`src/rtl/tagalu_pkg.sv`:
```
package tagalu_pkg;

   // Condition-code set, bit 3 down to bit 0: N, Z, V, C
   typedef struct packed {
      logic n;
      logic z;
      logic v;
      logic c;
   } cc_t;

   localparam int CC_W = 4;

endpackage

```
`src/rtl/tagalu_adder.sv`:
```
// Two's-complement adder for add/sub, with the carry out of the narrow
// boundary and the carry out of the top bit both exposed.
module tagalu_adder #(
   parameter int DATA_W      = 64,
   parameter int SPLIT_W     = 32,
   parameter bit SPLIT_CHAIN = 1'b1
) (
   input  logic [DATA_W-1:0] a_i,
   input  logic [DATA_W-1:0] b_i,
   input  logic              sub_i,
   output logic [DATA_W-1:0] sum_o,
   output logic              cout_lo_o,
   output logic              cout_hi_o
);
   localparam int HI_W = DATA_W - SPLIT_W;

   initial begin
      assert (SPLIT_W > 0 && SPLIT_W < DATA_W)
         else $error("tagalu_adder: SPLIT_W must lie strictly inside DATA_W");
   end

   logic [DATA_W-1:0] b_eff;
   assign b_eff = sub_i ? ~b_i : b_i;

   if (SPLIT_CHAIN) begin : g_split
      // two chained segments; the low carry comes straight off the low segment
      logic [SPLIT_W:0] lo_sum;
      logic [HI_W:0]    hi_sum;
      assign lo_sum = {1'b0, a_i[SPLIT_W-1:0]} + {1'b0, b_eff[SPLIT_W-1:0]}
                    + {{SPLIT_W{1'b0}}, sub_i};
      assign hi_sum = {1'b0, a_i[DATA_W-1:SPLIT_W]} + {1'b0, b_eff[DATA_W-1:SPLIT_W]}
                    + {{HI_W{1'b0}}, lo_sum[SPLIT_W]};
      assign sum_o     = {hi_sum[HI_W-1:0], lo_sum[SPLIT_W-1:0]};
      assign cout_lo_o = lo_sum[SPLIT_W];
      assign cout_hi_o = hi_sum[HI_W];
   end else begin : g_flat
      // one wide adder; the carry into bit SPLIT_W is recovered from the sum
      logic [DATA_W:0] full_sum;
      assign full_sum  = {1'b0, a_i} + {1'b0, b_eff} + {{DATA_W{1'b0}}, sub_i};
      assign sum_o     = full_sum[DATA_W-1:0];
      assign cout_lo_o = full_sum[SPLIT_W] ^ a_i[SPLIT_W] ^ b_eff[SPLIT_W];
      assign cout_hi_o = full_sum[DATA_W];
   end

endmodule

```
`src/rtl/tagalu_flags.sv`:
```
// N, Z, C and plain signed overflow for one slice of the result.
module tagalu_flags #(
   parameter int W = 32
) (
   input  logic [W-1:0] r_i,
   input  logic         a_msb_i,
   input  logic         b_msb_i,
   input  logic         cout_raw_i,
   input  logic         sub_i,
   output logic         n_o,
   output logic         z_o,
   output logic         c_o,
   output logic         ovf_o
);
   initial begin
      assert (W >= 2) else $error("tagalu_flags: W too small");
   end

   logic r_msb;
   assign r_msb = r_i[W-1];

   assign n_o = r_msb;
   assign z_o = (r_i == '0);
   // a subtract reports a borrow, which is the inverted adder carry
   assign c_o = sub_i ? ~cout_raw_i : cout_raw_i;

   always_comb begin
      if (sub_i) ovf_o = (a_msb_i != b_msb_i) && (r_msb != a_msb_i);
      else       ovf_o = (a_msb_i == b_msb_i) && (r_msb != a_msb_i);
   end

endmodule

```
`src/rtl/tagalu_tagchk.sv`:
```
// Tag check: merges low-bit tags with narrow signed overflow, and forms the fault.
module tagalu_tagchk #(
   parameter int TAG_W   = 2,
   parameter bit TRAP_EN = 1'b1
) (
   input  logic [TAG_W-1:0] a_tag_i,
   input  logic [TAG_W-1:0] b_tag_i,
   input  logic             ovf_i,
   input  logic             trap_sel_i,
   output logic             tag_ovf_o,
   output logic             fault_o
);
   initial begin
      assert (TAG_W >= 1) else $error("tagalu_tagchk: TAG_W must be positive");
   end

   logic tag_nz;
   assign tag_nz    = (a_tag_i != '0) || (b_tag_i != '0);
   assign tag_ovf_o = tag_nz || ovf_i;
   assign fault_o   = TRAP_EN && trap_sel_i && tag_ovf_o;

endmodule

```
`src/rtl/tagged_addsub.sv`:
```
module tagged_addsub
   import tagalu_pkg::*;
#(
   parameter int DATA_W      = 64,
   parameter int NARROW_W    = 32,
   parameter int TAG_W       = 2,
   parameter bit SPLIT_CHAIN = 1'b1,
   parameter bit TRAP_EN     = 1'b1
) (
   input  logic              clk_i,
   input  logic              rst_ni,
   input  logic [DATA_W-1:0] src_a_i,
   input  logic [DATA_W-1:0] src_b_i,
   input  logic              sub_sel_i,
   input  logic              trap_en_i,
   output logic [DATA_W-1:0] res_o,
   output logic              commit_o,
   output logic [CC_W-1:0]   cc_narrow_o,
   output logic [CC_W-1:0]   cc_wide_o,
   output logic              fault_o
);
   initial begin
      assert (NARROW_W > TAG_W && NARROW_W < DATA_W)
         else $error("tagged_addsub: need TAG_W < NARROW_W < DATA_W");
   end

   // ---------------- datapath ----------------
   logic [DATA_W-1:0] sum;
   logic              cout_lo, cout_hi;

   tagalu_adder #(
      .DATA_W(DATA_W), .SPLIT_W(NARROW_W), .SPLIT_CHAIN(SPLIT_CHAIN)
   ) adder_i (
      .a_i(src_a_i), .b_i(src_b_i), .sub_i(sub_sel_i),
      .sum_o(sum), .cout_lo_o(cout_lo), .cout_hi_o(cout_hi)
   );

   logic n_lo, z_lo, c_lo, ovf_lo;
   logic n_hi, z_hi, c_hi, ovf_hi;

   tagalu_flags #(.W(NARROW_W)) flags_lo_i (
      .r_i(sum[NARROW_W-1:0]),
      .a_msb_i(src_a_i[NARROW_W-1]), .b_msb_i(src_b_i[NARROW_W-1]),
      .cout_raw_i(cout_lo), .sub_i(sub_sel_i),
      .n_o(n_lo), .z_o(z_lo), .c_o(c_lo), .ovf_o(ovf_lo)
   );

   tagalu_flags #(.W(DATA_W)) flags_hi_i (
      .r_i(sum),
      .a_msb_i(src_a_i[DATA_W-1]), .b_msb_i(src_b_i[DATA_W-1]),
      .cout_raw_i(cout_hi), .sub_i(sub_sel_i),
      .n_o(n_hi), .z_o(z_hi), .c_o(c_hi), .ovf_o(ovf_hi)
   );

   logic tag_ovf, fault_d;

   tagalu_tagchk #(.TAG_W(TAG_W), .TRAP_EN(TRAP_EN)) tagchk_i (
      .a_tag_i(src_a_i[TAG_W-1:0]), .b_tag_i(src_b_i[TAG_W-1:0]),
      .ovf_i(ovf_lo), .trap_sel_i(trap_en_i),
      .tag_ovf_o(tag_ovf), .fault_o(fault_d)
   );

   cc_t cc_lo_d, cc_hi_d;
   always_comb begin
      cc_lo_d = '{n: n_lo, z: z_lo, v: tag_ovf, c: c_lo};
      cc_hi_d = '{n: n_hi, z: z_hi, v: ovf_hi,  c: c_hi};
   end

   // ---------------- result stage ----------------
   logic [DATA_W-1:0] res_q;
   cc_t               cc_lo_q, cc_hi_q;
   logic              commit_q, fault_q;

   always_ff @(posedge clk_i or negedge rst_ni) begin
      if (!rst_ni) begin
         res_q    <= '0;
         cc_lo_q  <= '0;
         cc_hi_q  <= '0;
         commit_q <= 1'b0;
         fault_q  <= 1'b0;
      end else begin
         commit_q <= !fault_d;
         fault_q  <= fault_d;
         if (!fault_d) begin
            res_q   <= sum;
            cc_lo_q <= cc_lo_d;
            cc_hi_q <= cc_hi_d;
         end
      end
   end

   assign res_o       = res_q;
   assign commit_o    = commit_q;
   assign cc_narrow_o = cc_lo_q;
   assign cc_wide_o   = cc_hi_q;
   assign fault_o     = fault_q;

   // ---------------- assertions ----------------
   logic started_q;
   always_ff @(posedge clk_i or negedge rst_ni) begin
      if (!rst_ni) started_q <= 1'b0;
      else         started_q <= 1'b1;
   end

   AST_RESULT_VALUE: assert property (@(posedge clk_i) disable iff (!rst_ni)
      started_q && commit_q |->
         res_q == ($past(sub_sel_i) ? $past(src_a_i) - $past(src_b_i)
                                    : $past(src_a_i) + $past(src_b_i)));

   AST_WIDE_ZERO: assert property (@(posedge clk_i) disable iff (!rst_ni)
      commit_q |-> (cc_hi_q.z == (res_q == '0)));

   AST_TAG_SETS_V: assert property (@(posedge clk_i) disable iff (!rst_ni)
      started_q && commit_q && $past(src_a_i[TAG_W-1:0] != '0 || src_b_i[TAG_W-1:0] != '0)
         |-> cc_lo_q.v);

   AST_NOTRAP_COMMITS: assert property (@(posedge clk_i) disable iff (!rst_ni)
      started_q && !$past(trap_en_i) |-> commit_q && !fault_q);

   AST_FAULT_HOLDS: assert property (@(posedge clk_i) disable iff (!rst_ni)
      fault_q |-> !commit_q && $stable(res_q) && $stable(cc_lo_q) && $stable(cc_hi_q));

endmodule

```
`config.mk`:
```
export PLATFORM = sky130hd
export DESIGN_NAME = tagged_addsub
export DESIGN_NICKNAME = d
export VERILOG_FILES = /design/src/rtl/tagalu_pkg.sv /design/src/rtl/tagalu_adder.sv /design/src/rtl/tagalu_flags.sv /design/src/rtl/tagalu_tagchk.sv /design/src/rtl/tagged_addsub.sv
export SDC_FILE = /design/constraint.sdc
export NUM_CORES = 1
export LEC_CHECK = 0
export ABC_AREA = 1
export CAP_MARGIN = 5
export CORE_MARGIN = 5
export CORE_UTILIZATION = 48
export CTS_BUF_LIST = sky130_fd_sc_hd__clkbuf_2 sky130_fd_sc_hd__clkbuf_4 sky130_fd_sc_hd__clkbuf_8
export DETAILED_ROUTE_END_ITERATION = 12
export GPL_TIMING_DRIVEN = 0
export HOLD_SLACK_MARGIN = 0.06
export PLACE_DENSITY = 0.77
export SKIP_LAST_GASP = 1
export SYNTH_ARGS = -nofsm -noshare
export SYNTH_HDL_FRONTEND = slang
export SYNTH_HIERARCHICAL = 1
export SYNTH_SLANG_ARGS = --single-unit
```
`constraint.sdc`:
```
create_clock -name clk_i -period 1 [get_ports clk_i]
set_input_delay 0.1 -clock clk_i [delete_from_list [all_inputs] [get_ports clk_i]]
set_output_delay 0.1 -clock clk_i [all_outputs]
set_load 0.02 [all_outputs]
```
# [Word-level counts from Yosys, hierarchy flattened]
# Index checks and enable logic that the tools add are counted.
[word_totals] reg_bits=74 inputBits=132 out_inout_bits=74 word_cells=41
[op_classes] n_addsub=4 n_eq_ne=6 muxes=5 bitwise=3 reduce_logical=12
[op_table] operator="32-bit by 32-bit adder with 33-bit output" n=2
[op_table] operator="33-bit by 1-bit adder with 33-bit output" n=2
[op_table] operator="64-bit logical NOT" n=1
[op_table] operator="64-bit two-way mux" n=1
[op_table] operator="64-bit NOT" n=1
[op_table] operator="32-bit logical NOT" n=1
[op_table] operator="1-bit logical AND" n=5
[op_table] operator="1-bit two-way mux" n=4
[op_table] operator="1-bit inequality test" n=4
[op_table] operator="2-bit nonzero test" n=2
[op_table] operator="1-bit equality test" n=2
[op_table] operator="1-bit logical OR" n=2
[op_table] operator="1-bit NOT" n=2
[op_table] operator="1-bit logical NOT" n=1

# [Logic depth before layout (Yosys ltp)]
# Gate-level depths: netlist (run 1).
[depth] word_depth=10 ltp_mapped=34 depth_no_buf=33

# [Cells and area by module]
# Netlist (run 1), hierarchy kept.
[by_module_without_submodules] module="tagalu_adder" instances=1 cells_each=941 area_each_um2=4921.0 seq_area_each_um2=0.0
[by_module_without_submodules] module="tagged_addsub" instances=1 cells_each=306 area_each_um2=2798.9 seq_area_each_um2=1851.8
[by_module_without_submodules] module="tagalu_flags (flags_hi_i)" instances=1 cells_each=83 area_each_um2=352.8 seq_area_each_um2=0.0
[by_module_without_submodules] module="tagalu_flags (flags_lo_i)" instances=1 cells_each=39 area_each_um2=166.4 seq_area_each_um2=0.0
[by_module_without_submodules] module="tagalu_tagchk" instances=1 cells_each=6 area_each_um2=23.8 seq_area_each_um2=0.0

# [Least setup slack after synthesis (run 1)]
# No wires, ideal clock.
[synth_path] kind="input port to flip-flop" start="input sub_sel_i" end="register cc_hi_q, in the netlist cc_wide_o[2]" setup_ps=65 arrival_ps=3588 required_ps=935 setup_slack_ps=-2653 path_stages=32 n_path_buf=2 cell_sequence="buf_4 -> buf_2 -> xor2_1 -> ha_1 -> nand2_1 -> nand2_1 -> o21bai_1 -> a21oi_1 -> inv_1 -> nand2_1 -> nand3_1 -> nand2_1 -> nand2_1 -> fa_1 -> inv_1 -> fa_1 -> o21ai_2 -> a21oi_1 -> inv_1 -> nand2_1 -> nand3_1 -> nand2_1 -> nand2_1 -> inv_1 -> nand2_1 -> nor2_1 -> nand2_1 -> nor2_1 -> nand2_1 -> nor2_1 -> nand2_1 -> nand2_1"
[synth_via] word_cells_on_any_way=12 cone_classes="add/sub: 4; eq/ne: 1; mux: 2; reduce/logical: 5"
[synth_rtl] item="start: declaration" line="tagged_addsub.sv:14" text="input logic sub_sel_i,"
[synth_rtl] item="64-bit two-way mux" line="tagalu_adder.sv:23" text="assign b_eff = sub_i ? ~b_i : b_i;"
[synth_rtl] item="32-bit by 32-bit adder with 33-bit output" line="tagalu_adder.sv:29" text="assign lo_sum = {1'b0, a_i[SPLIT_W-1:0]} + {1'b0, b_eff[SPLIT_W-1:0]}"
[synth_rtl] item="33-bit by 1-bit adder with 33-bit output *" line="tagalu_adder.sv:30" text="+ {{SPLIT_W{1'b0}}, sub_i};"
[synth_rtl] item="named net cout_lo" line="tagged_addsub.sv:29" text="logic cout_lo, cout_hi;"
[synth_rtl] item="33-bit by 1-bit adder with 33-bit output *" line="tagalu_adder.sv:32" text="+ {{HI_W{1'b0}}, lo_sum[SPLIT_W]};"
[synth_rtl] item="named net sum[56]" line="tagged_addsub.sv:28" text="logic [DATA_W-1:0] sum;"
[synth_rtl] item="64-bit logical NOT *" line="tagalu_flags.sv:23" text="assign z_o = (r_i == '0);"
[synth_rtl] item="named net z_hi" line="tagged_addsub.sv:39" text="logic n_hi, z_hi, c_hi, ovf_hi;"
[synth_rtl] item="end signal: assignment" line="tagged_addsub.sv:87" text="cc_hi_q <= cc_hi_d;"
[synth_rtl] item="end: declaration" line="tagged_addsub.sv:71" text="cc_t cc_lo_q, cc_hi_q;"
# Mark *: on every way through the listed nets, which the timed path passes. The rest lies on a longest branch.
# A chain may end at the register's enable or synchronous reset.

# [Final worst setup path (run 1)]
[layout_path] start="input sub_sel_i" end="register res_q[56], in the netlist res_o[56]"
[layout_via] elab_chain_cells=8 word_cells_on_any_way=11 cone_classes="add/sub: 4; eq/ne: 1; mux: 2; reduce/logical: 4"
[layout_rtl] item="64-bit two-way mux" line="tagalu_adder.sv:23"
[layout_rtl] item="32-bit by 32-bit adder with 33-bit output" line="tagalu_adder.sv:29"
[layout_rtl] item="33-bit by 1-bit adder with 33-bit output *" line="tagalu_adder.sv:30"
[layout_rtl] item="named net sum[31]" line="tagged_addsub.sv:28"
[layout_rtl] item="1-bit inequality test *" line="tagalu_flags.sv:28, tagalu_flags.sv:29"
[layout_rtl] item="1-bit logical AND, on equally long branches" line="tagalu_flags.sv:29, tagalu_flags.sv:28"
[layout_rtl] item="1-bit two-way mux *" line="tagalu_flags.sv:28" text="if (sub_i) ovf_o = (a_msb_i != b_msb_i) && (r_msb != a_msb_i);"
[layout_rtl] item="named net ovf_lo" line="tagged_addsub.sv:38" text="logic n_lo, z_lo, c_lo, ovf_lo;"
[layout_rtl] item="1-bit logical OR *" line="tagalu_tagchk.sv:19" text="assign tag_ovf_o = tag_nz || ovf_i;"
[layout_rtl] item="named net tag_ovf" line="tagged_addsub.sv:55" text="logic tag_ovf, fault_d;"
[layout_rtl] item="1-bit logical AND *" line="tagalu_tagchk.sv:20" text="assign fault_o = TRAP_EN && trap_sel_i && tag_ovf_o;"
[layout_rtl] item="named net fault_d" line="tagged_addsub.sv:55"
[layout_rtl] item="end signal: assignment" line="tagged_addsub.sv:85" text="res_q <= sum;"
[layout_rtl] item="end: declaration" line="tagged_addsub.sv:70" text="logic [DATA_W-1:0] res_q;"
# Marks and branches as above.

==> summary.md, run 1 <==
| Metric | Value |
|---|---|
| Run status | `finished with violations` |
| Violated checks | `setup timing` |
| Slew of the pin with the lowest slew margin | `0.583 ns` |
| Most common cell after layout, fill and taps aside | `nand2_1` |
| WL/cell | `between 15 and 20 µm` |
| Clock transition at path regs | `0.09 ns` |
| CP endpoint kind | `register` |
| Buffers from clock root to sink, at most | `2` |
| Max-Cap Viols | `0` |
| Post-DRT Antenna Nets | `0` |
| Total GRT Usage | `29.2%` |
| Period utilization | `373%` |
| Remaining DRCs | `0` |
| CTS tree | `built` |
| Dpl ws | `-4.05 ns` |
| Antenna violations before repair | `0` |
| Routability Congestion | `a little under 1` |
| Cell leakage power | `7.18 nW` |
| Clk_lat worst skew | `0.37 ns` |
| Total grt overflow | `0` |
| Ant diodes | `0` |
| Worst-path fanout max | `7` |
| Synth Flop Type | `dfrtp_1` |
| Commonest non-fill, non-tap cells in the layout | `nand2_1, inv_1, nor2_1, clkdlybuf4s50_1, buf_4` |
| Die Ht | `141 µm` |
| Via count of the routed design | `10200` |
| Worst EP arrival | `3.99 ns` |
| WL final | `approximately 32000 µm` |
| RSZ-0062 raised after global routing | `yes` |
| FMAX | `0.268 GHz` |
| Final Max Slew Viols | `0` |
| Sequential area share after synthesis | `22.4%` |
| Core Rows | `48` |
| FF+latch count, synth | `74` |
| Layout Cells excl Fill | `between 1500 and 2000` |
| Vias in the first global route | `9234` |
| Worst Hold Launch | `sub_sel_i` |
| Mapped Area | `8260 µm²` |
| Cell Pwr Density | `1480 nW/µm²` |
| 1st-iter DRT viols | `745` |
| Pre-antenna DRT Iters | `8` |
| Number of flops mapped to enable cells by yosys | `0` |
| Asr flop ratio synth | `100%` |
| Number of fill cells in the layout | `roughly 1300` |
| I/O pin cnt | `between 200 and 250` |
| Syn Nets | `1572` |
| Final Power | `0.0195 W` |
| CP Buf/Inv Count | `19` |
| Clock tree sinks | `74` |
| Multi-input gate area | `6230 µm²` |
| Largest net degree at the start of global routing | `61` |
| DIE WIDTH | `141 µm` |
| Critical Path RT | `between 1 and 1.5 ns` |
| Area Overhead vs Synth | `59.6%` |
| Library cells used by synthesis | `28` |
| Max H-tree Level | `3` |
| Vias/cell | `5.19` |
| Setup WS post-layout | `-2.73 ns` |
| Biggest cell delay along the critical path | `between 0.2 and 0.25 ns` |
| Crit path launch | `sub_sel_i` |
| Min Tclk post-route | `around 3.7 ns` |
| Max VDD drop | `0.964 mV` |
| R2r startpoint | `res_o[28]$_DFFE_PN0N_` |
| Fin Clk Skew | `0 ns` |
| Starting Density | `around half` |
| Inst Count DP | `1806` |
| First-pass GRT wire length | `46700 µm` |
| Cts bufs inserted | `9` |
| Syn Inst Count | `~1400` |
| Final hold vios | `0` |
| Port bufs | `205` |
| Root buf cell | `clkbuf_8` |
| Top delay family on crit path | `buffers and inverters` |
| WHS | `0.109 ns` |
| Core ar. | `roughly 17000 µm²` |
| Max-Slew Margin vs Limit | `between 60 and 70%` |
| HPWL after DPL | `roughly 23000 µm` |
| Final Setup Violations | `about 140` |
| Final #Nets | `between 1500 and 2000` |
| Most used cell, CP | `buf_6` |
| Hold Path Class | `in -> reg` |
| Layout Utilization | `between 70 and 80%` |
| YS warnings | `6` |
| Syn Area/Cell | `between 6 and 7 µm²` |
| Crit Path Class | `in -> reg` |
| Die ar. | `19900 µm²` |
| Register area | `between 1500 and 2000 µm²` |
| Master of the slowest instance on the critical path | `ha_4` |
| Share of cells above drive strength 1 | `26.4%` |
| CP startpoint kind | `input pin` |
report_power, final:
part           switching [W]  leakage [nW]  internal [W]
Combinational        0.00686          6.17       0.00563
Sequential          0.000709         0.908       0.00373
Clock                0.00135         0.103       0.00120
what timing repair did:
action | CTS | global route
hold buffers | 1 | 0
endpoints found under the hold margin | 74 | 0
buffers inserted | 60 | 68
pin swaps | 73 | 64
setup endpoints to repair | 148 | 148
resized for setup | 139 | 536
cloned | 5 | 9
cell usage after synthesis, drive strengths merged (3+ instances only):
cell type | number | share of area, %
nand4 | 6 | 0.53
nor3 | 14 | 0.91
fa | 3 | 0.73
nor2 | 137 | 6.4
nand3 | 48 | 3.1
o21bai | 6 | 0.55
and2 | 7 | 0.53
ha | 62 | 9.4
a21oi | 70 | 4.2
o21ai | 43 | 2.7
dfrtp | 74 | 22
nand2 | 584 | 27
xor2 | 90 | 9.5
inv | 197 | 9.0
buf | 24 | 2.2
xnor2 | 8 | 0.85
cells by family after synthesis:
logic type                 share of synthesized area, %
DFF                                                22.4
buffers and inverters                              11.2
and+or+nand+nor                                    38.4
AOI/OAI and AO/OA                                  7.48
adders and majority gates                          10.1
xor gates and xnor gates                           10.4
registers in the layout (all words and copies together) (netlist names):
register,flops
cc_narrow_o,4
cc_wide_o,4
commit_o,1
fault_o,1
res_o,64
stage by stage:
step	TNS, ns	cell area [µm²]
after floorplan	-133.39	8370
after global placement	-451.32	10700
after detailed placement	-244.87	10700
after CTS	-192.42	12000
after global routing	-206.21	13200
final	-196.87	13200
cell type report:
type | count | share of cell area, %
Buffer | 20 | 2.04
Clock inverter | 7 | 0.636
Tap cell | 225 | 2.13
Clock buffer | 9 | 0.939
Multi-Input combinational cell | 1080 | 47.2
Inverter | 197 | 5.70
Timing Repair Buffer | 346 | 27.3
Sequential cell | 74 | 14.0
worst register-to-register path, delay by kind of cell, from the launching register on:
family	cells	cell delay [ns]
buffers and inverters	1	0.16
flip-flops	1	0.44
AND/OR/NAND/NOR	2	0.12
per-layer routing:
layer | wire length (µm) | GRT usage, % | vias up
li1 | - | - | 4926
met1 | 12600 | 35.8 | 4652
met2 | 15800 | 52.7 | 476
met3 | 2140 | 4.31 | 112
met4 | 1420 | 8.87 | 0
met5 | 0 | 0 | -
worst paths after layout:
kind	depth (start not counted)	slack [ns]	end
max	36	-2.73	res_o[56]$_DFFE_PN0N_
min	5	0.11	cc_wide_o[0]$_DFFE_PN0N_
max reg2reg	3	0.19	res_o[28]$_DFFE_PN0N_
min reg2reg	2	0.51	res_o[61]$_DFFE_PN0N_
max in group asynchronous	3	0.29	res_o[37]$_DFFE_PN0N_
min in group asynchronous	2	0.12	res_o[3]$_DFFE_PN0N_
Note: power is estimated with default switching activity, not from simulation.
==> run 2, diff against run 1 <==
- CORE_MARGIN: 5 -> 3
- TNS_END_PERCENT: not set -> 1
==> run 2 against run 1 <==
- clock skew unchanged
- hold slack worse by 0.0013 ns
- utilization decreased by 9.3 points
- cell area down 14%
- largest power group unchanged
- register-to-register slack better by 0.15 ns
- die area decreased by 5.6%
- via count shrank 10%
- power is 14% lower
- largest cell class unchanged
- sequential power shrank 4.5%
- critical path depth fell by 3
- the flow still finishes with violations (setup timing)
- clock power down 3%
==> summary.md, run 2 (same netlist as run 1, synthesis figures left out) <==
| Metric | Value |
|---|---|
| Max H-tree Level | `3` |
| Final Max Slew Viols | `0` |
| 1st-iter DRT viols | `539` |
| Post-DRT Antenna Nets | `0` |
| Final Power | `roughly 0.017 W` |
| Vias in the first global route | `8739` |
| Die Ht | `around 140 µm` |
| Die ar. | `18800 µm²` |
| Max-Slew Margin vs Limit | `roughly 64%` |
| Layout Cells excl Fill | `1844` |
| Pre-antenna DRT Iters | `5` |
| CTS tree | `built` |
| Final #Nets | `1816` |
| Port bufs | `205` |
| Commonest non-fill, non-tap cells in the layout | `nand2_1, clkdlybuf4s50_1, inv_1, nor2_1, xor2_1` |
| Vias/cell | `4.96` |
| FMAX | `0.267 GHz` |
| Via count of the routed design | `9141` |
| I/O pin cnt | `206` |
| Cell leakage power | `between 6 and 7 nW` |
| Routability Congestion | `approximately 0.99` |
| Hold Path Class | `in -> reg` |
| Clk_lat worst skew | `0.35 ns` |
| Share of cells above drive strength 1 | `9.05%` |
| P_int | `~0.0090 W` |
| First-pass GRT wire length | `42600 µm` |
| Clock tree sinks | `74` |
| R2R depth | `2` |
| Worst Hold Launch | `sub_sel_i` |
| RR Endpoint | `res_o[47]$_DFFE_PN0N_` |
| Min Tclk post-route | `~3.8 ns` |
| Max FFs per register | `64` |
| CP Buf/Inv Count | `6` |
| HPWL after DPL | `22400 µm` |
| Share of power burned in registers | `25.4%` |
| Inst Count DP | `1801` |
| Largest net degree at the start of global routing | `53` |
| Max-Cap Viols | `0` |
| Crit path launch | `sub_sel_i` |
| Area Overhead vs Synth | `36.9%` |
| Worst-path fanout max | `10` |
| Run status | `finished with violations` |
| Core Rows | `47` |
| Top delay family on crit path | `simple AND/OR/NAND/NOR gates` |
| Setup WS post-layout | `-2.75 ns` |
| Crit Path Class | `in -> reg` |
| Buffers from clock root to sink, at most | `2` |
| CP startpoint kind | `input pin` |
| Root buf cell | `clkbuf_8` |
| Critical Path RT | `about 1.3 ns` |
| Clock transition at path regs | `approximately 0.090 ns` |
| Period utilization | `375%` |
| DIE WIDTH | `between 100 and 150 µm` |
| Ant diodes | `0` |
| Combinational power share | `about 60%` |
| Hold path depth | `4` |
| Sw Ratio | `45.9%` |
| Hold endpoint | `cc_wide_o[0]$_DFFE_PN0N_` |
| Remaining DRCs | `0` |
| Most used cell, CP | `nand2_1` |
| Antenna violations before repair | `0` |
| WL final | `26900 µm` |
| Cts bufs inserted | `9` |
| R2R setup slack | `0.34 ns` |
| P_sw | `0.00767 W` |
| WHS | `0.107 ns` |
| Fin Clk Skew | `0 ns` |
| Core ar. | `roughly 17000 µm²` |
| RSZ-0062 raised after global routing | `yes` |
| Worst EP arrival | `4.05 ns` |
| Slew of the pin with the lowest slew margin | `0.534 ns` |
| Final hold vios | `0` |
| Final Setup Violations | `around 150` |
| Number of fill cells in the layout | `1593` |
| Total GRT Usage | `28.6%` |
| Biggest cell delay along the critical path | `a little under 0.4 ns` |
| Master of the slowest instance on the critical path | `ha_1` |
| Power share of the clock group | `between 10 and 15%` |
| Cell Pwr Density | `1480 nW/µm²` |
| Total grt overflow | `0` |
| Layout Utilization | `67.7%` |
| Cell Area, Placed | `about 11000 µm²` |
| Starting Density | `between 40% and 50%` |
| R2r startpoint | `res_o[47]$_DFFE_PN0N_` |
| WL/cell | `between 10 and 15 µm` |
| CP endpoint kind | `register` |
| Max VDD drop | `approximately 0.9 mV` |
| Violated checks | `setup timing` |
| Final Cell Area | `11300 µm²` |
| Most common cell after layout, fill and taps aside | `nand2_1` |
[run 2: cell types whose count changed in the layout (fill, tap and decap cells not counted), moves of 6 or more]
| cell | delta |
|---|---|
| nand3_2 | -6 |
| clkbuf_16 | -8 |
| nand2_2 | -73 |
| nand2_4 | -24 |
| nand2_1 | +97 |
| clkdlybuf4s50_1 | +79 |
| buf_2 | +6 |
| buf_4 | -71 |
| buf_8 | -7 |
| nand3_1 | +7 |
| a21oi_1 | +6 |
| buf_6 | -91 |
| buf_12 | -8 |
[run 2: worst max path at each step]
stage,endpoint,slack [ns],cells past startpoint
after floorplan,cc_wide_o[2]$_DFFE_PN0N_,-2.47,34
after global placement,cc_wide_o[2]$_DFFE_PN0N_,-4.01,31
after detailed placement,cc_wide_o[2]$_DFFE_PN0N_,-4.03,32
after CTS,cc_wide_o[2]$_DFFE_PN0N_,-2.70,33
after global routing,cc_wide_o[2]$_DFFE_PN0N_,-2.98,35
final,cc_wide_o[2]$_DFFE_PN0N_,-2.75,33
[run 2: area by class of cell]
type / count / area, µm² / share of cell area, %
plain buffers: 24 / 230 / 2.04
clock buffers: 9 / 124 / 1.10
clock inverters: 7 / 82.6 / 0.730
inverters: 197 / 744 / 6.58
multi-input cells: 1080 / 5720 / 50.6
flip-flops and latches: 74 / 1850 / 16.4
well taps: 220 / 275 / 2.43
repair buffers: 233 / 2280 / 20.1
[run 2: metrics by stage]
step	setup slack (ns)	setup TNS [ns]
floorplan	-2.47	-133.68
global placement	-4.01	-452.15
detailed placement	-4.03	-245.36
CTS	-2.70	-200.48
global route	-2.98	-229.83
finish	-2.75	-207.19
[run 2: what timing repair did]
action	CTS	global route
setup endpoints to repair	148	148
buffers inserted	21	5
hold buffers	1	0
resized for setup	56	6
cloned	0	0
pin swaps	32	8
endpoints found under the hold margin	74	0
[run 2: tightest hold or removal path: stages]
cell and delay, ns:
buf_4 0.14, xor2_1 0.07, nand2_1 0.06, nand2_1 0.04
[run 2: per-layer routing]
layer  GRT usage [%]  vias to the layer above  routed length, µm
li1                -                     4705                  -
met1            36.6                     4110              11600
met2            50.7                      279              13100
met3            3.54                       47               1500
met4            7.93                        0                675
met5               0                        -                  0
[run 2: power by group through the flow]
| stage | sequential (W) | combinational, W | clock, W |
|---|---|---|---|
| after floorplan | 0.00509 | 0.00485 | 0 |
| after global placement | 0.00428 | 0.00934 | 0 |
| after detailed placement | 0.00427 | 0.00946 | 0 |
| after CTS | 0.00424 | 0.00986 | 0.00253 |
| after global routing | 0.00432 | 0.0110 | 0.00264 |
| final | 0.00424 | 0.00998 | 0.00248 |
==> run 3, diff against run 2 <==
- ABC_CLOCK_PERIOD_IN_PS: not set -> 1000
- CTS_BUF_LIST: sky130_fd_sc_hd__clkbuf_2 sky130_fd_sc_hd__clkbuf_4 sky130_fd_sc_hd__clkbuf_8 -> sky130_fd_sc_hd__clkbuf_2
==> run 3 against run 2 <==
- the run ends with hold timing, setup timing left
- worst setup slack gained 0.30 ns
- sequential share of layout area shrank 0.41 points
- via count grew 2.9%
- global-route usage grew 0.83 points
- first-iteration DRC count shrank 0.19%
- fmax grew 8.6%
- cell count grew 1.2%
- non-clock buffer count grew 22
- register-to-register slack lost 0.03 ns
- critical path depth is the same
- largest cell class unchanged
- largest power group unchanged
==> summary.md, run 3 (same netlist as run 1, synthesis figures left out) <==
| Metric | Value |
|---|---|
| Antenna violations before repair | `0` |
| Routability Congestion | `0.992` |
| Final #Nets | `between 1500 and 2000` |
| Final Cell Area | `11600 µm²` |
| FMAX | `0.290 GHz` |
| Most used cell, CP | `nand2_1` |
| I/O pin cnt | `between 200 and 250` |
| Core Rows | `47` |
| Buffers from clock root to sink, at most | `2` |
| Inst Count DP | `1801` |
| Biggest cell delay along the critical path | `0.41 ns` |
| Share of cells above drive strength 1 | `11.1%` |
| Max FFs per register | `64` |
| Max VDD drop | `0.789 mV` |
| First-pass GRT wire length | `43800 µm` |
| Number of fill cells in the layout | `1541` |
| Dpl ws | `-4.03 ns` |
| Post-DRT Antenna Nets | `0` |
| Pre-antenna DRT Iters | `5` |
| Critical Path RT | `1.50 ns` |
| Max-Slew Margin vs Limit | `69.1%` |
| Max-Cap Viols | `0` |
| Area Overhead vs Synth | `40.4%` |
| Total grt overflow | `0` |
| Clk_lat worst skew | `0.51 ns` |
| Cell leakage power | `around 6.3 nW` |
| Final Setup Violations | `148` |
| Core ar. | `16700 µm²` |
| Fin Clk Skew | `0 ns` |
| RSZ-0062 raised after global routing | `yes` |
| Crit Path Class | `in -> reg` |
| Multi-input gate area | `5840 µm²` |
| Via count of the routed design | `9410` |
| Root buf cell | `clkbuf_2` |
| Die Ht | `137 µm` |
| Clock tree sinks | `74` |
| Cts bufs inserted | `9` |
| CP startpoint kind | `input pin` |
| HPWL after DPL | `about 22000 µm` |
| Worst EP arrival | `3.95 ns` |
| Hold Path Class | `in -> async` |
| Total GRT Usage | `29.4%` |
| Setup WS post-layout | `-2.45 ns` |
| Min Tclk post-route | `3.45 ns` |
| Starting Density | `49.5%` |
| Final Max Slew Viols | `0` |
| Vias/cell | `5.04` |
| Port bufs | `205` |
| Most common cell after layout, fill and taps aside | `nand2_1` |
| Violated checks | `hold timing, setup timing` |
| Vias in the first global route | `8947` |
| Cell Pwr Density | `around 1400 nW/µm²` |
| Commonest non-fill, non-tap cells in the layout | `nand2_1, clkdlybuf4s50_1, inv_1, nor2_1, xor2_1` |
| Ant diodes | `0` |
| CP endpoint kind | `register` |
| Clock transition at path regs | `about 0.26 ns` |
| Die ar. | `~19000 µm²` |
| Final hold vios | `20` |
| # hold bufs at CTS | `3` |
| CTS tree | `built` |
| Worst-path fanout max | `6` |
| Remaining DRCs | `0` |
| WHS | `-0.0316 ns` |
| Cell Area, Placed | `10700 µm²` |
| Period utilization | `345%` |
| Max H-tree Level | `3` |
| WL/cell | `14.9 µm` |
| Run status | `finished with violations` |
| Slew of the pin with the lowest slew margin | `0.459 ns` |
| 1st-iter DRT viols | `about 540` |
| Register area | `1850 µm²` |
| DIE WIDTH | `between 100 and 150 µm` |
| Largest net degree at the start of global routing | `53` |
| Master of the slowest instance on the critical path | `ha_2` |
| Layout Cells excl Fill | `~1900` |
| WL final | `roughly 28000 µm` |
[run 3: changes by cell type in the layout (fill, tap and decap cells not counted), moves of 4 or more]
cell / previous run / this run
buf_4: 32 / 48
a21oi_4: 2 / 6
clkbuf_2: 0 / 9
nand2_2: 24 / 30
clkbuf_8: 9 / 0
nand2_1: 559 / 552
[run 3: path summary, 6_finish.rpt]
| kind | from | end | slack (ns) | depth (start not counted) |
|---|---|---|---|---|
| max | sub_sel_i | cc_wide_o[2]$_DFFE_PN0N_ | -2.45 | 33 |
| min in group clk_i | trap_en_i | fault_o$_DFF_PN0_ | 0.08 | 3 |
| max reg2reg | res_o[24]$_DFFE_PN0N_ | res_o[24]$_DFFE_PN0N_ | 0.31 | 2 |
| min reg2reg | res_o[27]$_DFFE_PN0N_ | res_o[27]$_DFFE_PN0N_ | 0.51 | 2 |
| max in group asynchronous | rst_ni | res_o[45]$_DFFE_PN0N_ | 0.43 | 3 |
| min | rst_ni | res_o[13]$_DFFE_PN0N_ | -0.03 | 2 |
[run 3: layout make-up]
class | count | share of cell area, %
Buffer | 24 | 2.07
Clock buffer | 9 | 0.388
Clock inverter | 7 | 0.712
Inverter | 197 | 6.42
Multi-Input combinational cell | 1080 | 50.4
Sequential cell | 74 | 16.0
Tap cell | 220 | 2.37
Timing Repair Buffer | 255 | 21.7
[run 3: metal layers]
layer	GRT usage [%]	routed length [µm]	vias up
li1	-	-	4743
met5	0	0	-
met2	51.7	13400	358
met1	37.2	11600	4240
met3	3.94	1840	69
met4	9.65	935	0
[run 3: metrics by stage]
stage                     util (%)  total power [W]  hold WS (ns)  TNS [ns]
final                         69.4           0.0165       -0.0316   -209.38
after global placement        63.9           0.0136         0.461   -452.15
after CTS                     69.0           0.0163       -0.0633   -200.60
after floorplan                  -          0.00994        -0.196   -133.68
after global routing          69.4           0.0177       -0.0610   -228.87
after detailed placement      64.1           0.0137        0.0247   -245.36
[run 3: worst max-delay path, delay by kind of cell]
kind            cells  cell delay, ns
simple gates       23            1.96
fa+ha+maj           3            0.99
buf+inv             5            0.51
compound gates      1            0.21
xor+xnor            1            0.16
[run 3: where the power goes]
part	switching (W)	internal (W)	leakage, nW
sequential	0.000515	0.00372	0.908
combinational	0.00602	0.00434	5.30
clock	0.00125	0.000621	0.0715
[run 3: what timing repair did]
action,4_1_cts,5_1_grt
setup buffers,38,5
gates resized for setup,92,8
gates cloned,3,0
pin swaps,71,10
endpoints found under the hold margin,80,23
endpoints found under the setup margin,148,148
